`src/rtl/dual_tick_counter.sv`:
```
module dual_tick_counter #(
  parameter int WIDTH = 8
) (
  input  logic             clk,
  input  logic             rst_n,
  input  logic             pair_mode,
  input  logic             run_lo,
  input  logic             run_hi,
  input  logic             wr_en,
  input  logic             wr_sel,
  input  logic [WIDTH-1:0] wr_data,
  output logic [WIDTH-1:0] count_lo,
  output logic [WIDTH-1:0] count_hi,
  output logic             wrap_lo,
  output logic             wrap_hi,
  output logic             wrap_pair
);

  localparam logic [WIDTH-1:0] ALL_ONES = '1;

  logic load_lo, load_hi;
  logic step_lo, step_hi;
  logic carry, hi_rolls;

  assign load_lo  = wr_en & ~wr_sel;
  assign load_hi  = wr_en & wr_sel;
  assign step_lo  = run_lo & ~load_lo;
  assign carry    = step_lo & (count_lo == ALL_ONES);
  assign step_hi  = ~load_hi & (pair_mode ? (carry & run_hi) : run_hi);
  assign hi_rolls = step_hi & (count_hi == ALL_ONES);

  always_ff @(posedge clk) begin
    if (!rst_n) begin
      count_lo  <= '0;
      count_hi  <= '0;
      wrap_lo   <= 1'b0;
      wrap_hi   <= 1'b0;
      wrap_pair <= 1'b0;
    end else begin
      count_lo  <= load_lo ? wr_data : count_lo + WIDTH'(step_lo);
      count_hi  <= load_hi ? wr_data : count_hi + WIDTH'(step_hi);
      wrap_lo   <= carry;
      wrap_hi   <= hi_rolls;
      wrap_pair <= pair_mode & carry & hi_rolls;
    end
  end

  assert_lo_steps_R2: assert property (@(posedge clk) disable iff (!rst_n)
    (run_lo && !(wr_en && !wr_sel)) |=> count_lo == $past(count_lo) + WIDTH'(1));

  assert_lo_holds_R2: assert property (@(posedge clk) disable iff (!rst_n)
    (!run_lo && !(wr_en && !wr_sel)) |=> $stable(count_lo));

  assert_hi_alone_R3: assert property (@(posedge clk) disable iff (!rst_n)
    (!pair_mode && run_hi && !(wr_en && wr_sel)) |=> count_hi == $past(count_hi) + WIDTH'(1));

  assert_hi_waits_carry_R4: assert property (@(posedge clk) disable iff (!rst_n)
    (pair_mode && !(wr_en && wr_sel) &&
     !(run_lo && run_hi && count_lo == ALL_ONES && !(wr_en && !wr_sel))) |=> $stable(count_hi));

  assert_load_lo_R7: assert property (@(posedge clk) disable iff (!rst_n)
    (wr_en && !wr_sel) |=> count_lo == $past(wr_data));

  assert_load_hi_R7: assert property (@(posedge clk) disable iff (!rst_n)
    (wr_en && wr_sel) |=> count_hi == $past(wr_data));

  assert_wrap_lo_zero_R8: assert property (@(posedge clk) disable iff (!rst_n)
    wrap_lo |-> count_lo == '0);

  assert_wrap_hi_zero_R9: assert property (@(posedge clk) disable iff (!rst_n)
    wrap_hi |-> count_hi == '0);

  assert_wrap_pair_both_R10: assert property (@(posedge clk) disable iff (!rst_n)
    wrap_pair |-> (wrap_lo && wrap_hi));

endmodule

```
`config.mk`:
```
export PLATFORM = sky130hd
export DESIGN_NAME = dual_tick_counter
export DESIGN_NICKNAME = d
export VERILOG_FILES = /design/src/rtl/dual_tick_counter.sv
export SDC_FILE = /design/constraint.sdc
export NUM_CORES = 1
export LEC_CHECK = 0
export BUFFER_PORTS_ARGS = -buffer_cell sky130_fd_sc_hd__buf_2
export CAP_MARGIN = 40
export CORE_UTILIZATION = 47
export DETAILED_ROUTE_END_ITERATION = 8
export PLACE_DENSITY = 0.84
export SETUP_SLACK_MARGIN = 0.15
export SYNTH_ARGS = -nofsm -noshare
export SYNTH_HDL_FRONTEND = slang
export SYNTH_SLANG_ARGS = --single-unit
```
`constraint.sdc`:
```
create_clock -name clk -period 2.3 [get_ports clk]
set_input_delay 0 -clock clk [delete_from_list [all_inputs] [get_ports clk]]
set_output_delay 0 -clock clk [all_outputs]
set_load 0.02 [all_outputs]
```
* Word-level counts from Yosys, hierarchy flattened *
Cells that the tools add are included.

storage, ports and cells
  input port bits = 15
  bits in latches = 0
  register bits = 19
  logic and storage cells = 24
  memories = 0
  output and inout port bits = 19
  memory bits (writable) = 0
  ROM bits = 0

cells by class
  $lt $le $gt $ge = 0
  bitwise operators = 12
  muxes and demuxes = 3
  reduce and logical (&&, ||, !) cells = 0
  $add $sub $neg = 2
  equality and inequality tests = 2
  multipliers = 0
  div/mod/pow operators = 0
  shift-type cells = 0

operators with widths
  operator            number
  $add 8x1->8         2
  $eq 8x8->1 const B  2
  $mux 8              2
  $and 1x1->1         9
  $not 1->1           3
  $mux 1              1

* Depth between registers and ports, before layout *
  word-level depth = 10
  mapped depth = 9
  gate-level depth less buffers = 8

* Worst setup path before layout *
Ideal clock, no wire load.

  path type = register to register
  from = register count_lo[3]
  to = register count_hi[6]
  path buffers = 0
  stages on the path, launching flop included = 9
  setup slack = 0.000 ns
  period minus slack after synthesis = 2.300 ns
  data arrival time = 2.226 ns
  data required time = 2.226 ns
  cells stage by stage = dfxtp_1 -> nand4_1 -> or4b_4 -> a21oi_1 -> ha_1 -> ha_1 -> nand2_1 -> or3_1 -> a31oi_1

between the ends
  cells in the longest elaborated chain, start to end = 7

RTL lines
  item                      line  text
  start: declaration        12    output logic [WIDTH-1:0] count_lo,
  start signal: assignment  40    count_lo <= load_lo ? wr_data : count_lo + WIDTH'(step_lo);
  $eq 8x8->1                28    assign carry = step_lo & (count_lo == ALL_ONES);
  $and 1x1->1               28
  $and 1x1->1               29    assign step_hi = ~load_hi & (pair_mode ? (carry & run_hi) : run_hi);
  $mux 1                    29
  $and 1x1->1               29
  $add 8x1->8               41    count_hi <= load_hi ? wr_data : count_hi + WIDTH'(step_hi);
  $mux 8                    41
  end signal: assignment    41
  end: declaration          13    output logic [WIDTH-1:0] count_hi,

No other way between the ends.
A chain may end at the register's enable or synchronous reset.

* Final worst setup path *
  from = register count_lo[6]
  to = register count_hi[7]

Same word-level chain as after synthesis.

==> metrics <==
status=finished, violations left; failing checks=hold timing; Max Slew Vio Count=0; final worst slack=roughly 0.16 ns; die area=2120 µm²; Crit. End Element=flip-flop; num rows=15; Die X=46.1 µm; CTS tree=built; GRT Resource Usage Total=roughly a quarter; Layout Nets=approximately 180; Seq/Total Area, Yosys=41.7%; CTS root buf=clkbuf_4; fin crit period=between 2 and 2.5 ns; Cells after Synth=between 100 and 150; crit path buf inv count=0; Ys Warns=0; Avg WL per Cell=approximately 14 µm; Final Hold Vio Count=1; R2R cell count=7; Pre-antenna DRT Iters=4; DRC violation total after the first TritonRoute iteration=54; WP data arrival=approximately 2.4 ns; Max VDD drop=371 µV; IO Pins=34; Ant. Diodes=0; Mean Syn Cell Area=around 8.6 µm²; Worst EP required=~2.5 ns; setup repair after global routing missed its margin=yes; final WL=between 2000 and 2500 µm; reg2reg end=count_hi[7]; vias in the first global route=846; Clock transition at path regs=approximately 0.12 ns; Initial Util=51.7%; chip height=46.1 µm; Post-Route Setup TNS=0 ns; CP cell instances=nand4_1, or4b_4, a21oi_2, ha_2, nand2_2, or4_4, a31oi_1; area of the core=between 1500 and 2000 µm²; TritonCTS Sinks=19; vias after detailed routing=~1.0k; WP depth=7; fin cells=180; global-route wire length before repair=around 3600 µm; largest net degree at the start of global routing=16; Peak Freq=around 0.47 GHz; Worst Max-Slew Pin Slew=approximately 0.41 ns; CP top delay family=simple AND/OR/NAND/NOR gates; Worst-Skew Late Latency=around 0.3 ns; initial antenna violation count=0; # H-tree levels=1; total leakage power=about 0.56 nW; worst setup path endpoint=count_hi[7]; HP Class=primary input to flip-flop; FF-to-FF Start=count_lo[6]; worst hold slack=-0.0112 ns; final antenna-violating net count=0; Critical Path Source=count_lo[6]; CP max stage cell=or4b_4; syn_nets=125; Setup Crit Path Kind=flip-flop to flip-flop; Rel. slew slack=between 70% and 80%; gr ovfl total=0; clk buf depth=2; Final period util=between 90% and 100%; vias per cell=approximately 5.7; pre-CTS setup slack=0.0683 ns; Worst path max stage delay=0.52 ns; share of layout cells above drive strength 1=just over 40%; Final Setup Violations=0; Layout area overhead=42.0%; crit path launch type=flip-flop; Max-cap violations=0; Worst Skew=0.0111 ns; pwr dens=around 530 nW/µm²; reg2reg setup slack=between 0.15 and 0.2 ns; drt drc=0; Mapped Area=912 µm²; HPWL Detailed=1650 µm; final estimated routing congestion in global placement=between 0.8 and 0.9; Post-Place Cells=~160; count of unique library cells instantiated by Yosys=24; Num CTS Buffers=3; Seq cells post-synth=19; crit-path max FO=4; I/O Buffers=33; Fill cells=157
area by class of cell:
cell class	count	area (µm²)	area share, %
timing repair buffer	49	298	23.0
clock buffer	4	26.3	2.03
inverter	3	11.3	0.870
tap	25	31.3	2.42
multi-input combinational	80	528	40.8
sequential	19	400	30.9
power by group:
group / internal, mW / leakage (nW) / total [mW] / switching, mW
clock: 0.0675 / 0.0150 / 0.174 / 0.107
combinational: 0.0615 / 0.387 / 0.141 / 0.0792
sequential: 0.349 / 0.160 / 0.369 / 0.0199
worst register-to-register path, delay by kind of cell, from the launching register on:
kind                       cells  cell delay [ns]
AOI/OAI and AO/OA              2             0.30
and+or+nand+nor                4             1.17
DFF                            1             0.36
adders and majority gates      1             0.24
registers in the layout, summed over array words and instances, names as in the netlist:
| name | cells |
|---|---|
| wrap_lo | 1 |
| wrap_pair | 1 |
| count_hi | 8 |
| count_lo | 8 |
| wrap_hi | 1 |
timing repair:
action | in CTS | in global routing
hold buffers | 5 | 0
cloned | 0 | 0
setup buffers | 7 | 3
endpoints found under the hold margin | 7 | 0
setup endpoints to repair | 2 | 5
pin swaps | 7 | 4
resized for setup | 4 | 2
cell usage in the layout (no fill, tap or decap), drive strengths merged:
master,count
o21ai,15
buf,44
xor2,4
mux2i,2
dlygate4sd3,5
nor2,5
a211oi,2
and2,1
nand2,8
clkbuf,4
ha,4
inv,3
nor3,1
dfxtp,19
nand3,8
a21oi,8
or4b,1
or4,2
or3,5
nand2b,1
nand4,3
a21bo,1
o31ai,1
xnor2,2
a31oi,6
per-layer routing:
| layer | up-vias | wire length (µm) | track usage [%] |
|---|---|---|---|
| li1 | 483 | - | - |
| met1 | 473 | 1030 | 31.3 |
| met2 | 56 | 1180 | 39.7 |
| met3 | 8 | 150 | 4.31 |
| met4 | 0 | 69 | 10.6 |
| met5 | - | 0 | 0 |
cell usage after synthesis, drive strengths merged:
library cell,count,share of area (%)
dfxtp,19,42
mux2i,2,2.2
o21ai,15,8.2
buf,1,1.2
nor2,5,2.1
a21oi,8,4.4
o31ai,1,0.82
nand4,3,2.1
inv,3,1.2
xnor2,2,1.9
or3,5,3.4
clkbuf,3,1.2
xor2,4,3.8
a211oi,2,1.6
a21bo,1,1.1
and2,1,0.69
nand2,8,3.3
nand2b,1,0.69
or4b,1,1.5
or4,2,1.6
nand3,8,4.4
ha,4,5.5
a31oi,6,4.1
nor3,1,1.1
cell families (layout without fill, tap and decap cells):
family                     count (synthesis)  after routing  share of synthesized area [%]
DFF                                       19             19                           41.7
adders and majority gates                  4              4                           5.49
AOI/OAI and AO/OA                         33             33                           20.3
buffers and inverters                      7             56                           3.70
muxes                                      2              2                           2.19
xor gates and xnor gates                   6              6                           5.76
and+or+nand+nor                           35             35                           20.9
worst min path at each step:
stage / end / cells after the start / from
floorplan: wrap_hi / 1 / pair_mode
global placement: wrap_hi / 2 / pair_mode
detailed placement: wrap_hi / 2 / pair_mode
CTS: count_lo[3] / 3 / wr_data[3]
global route: count_lo[3] / 3 / wr_data[3]
finish: count_lo[3] / 3 / wr_data[3]
stage by stage:
stage               instance area, µm²  util, %  power [mW]
global placement                  1120     63.3       0.492
detailed placement                1120     63.3       0.496
global route                      1290     73.4       0.708
CTS                               1260     71.6       0.674
finish                            1290     73.4       0.684
floorplan                          935        -       0.449
No activity file was read; power rests on OpenSTA's default activity.
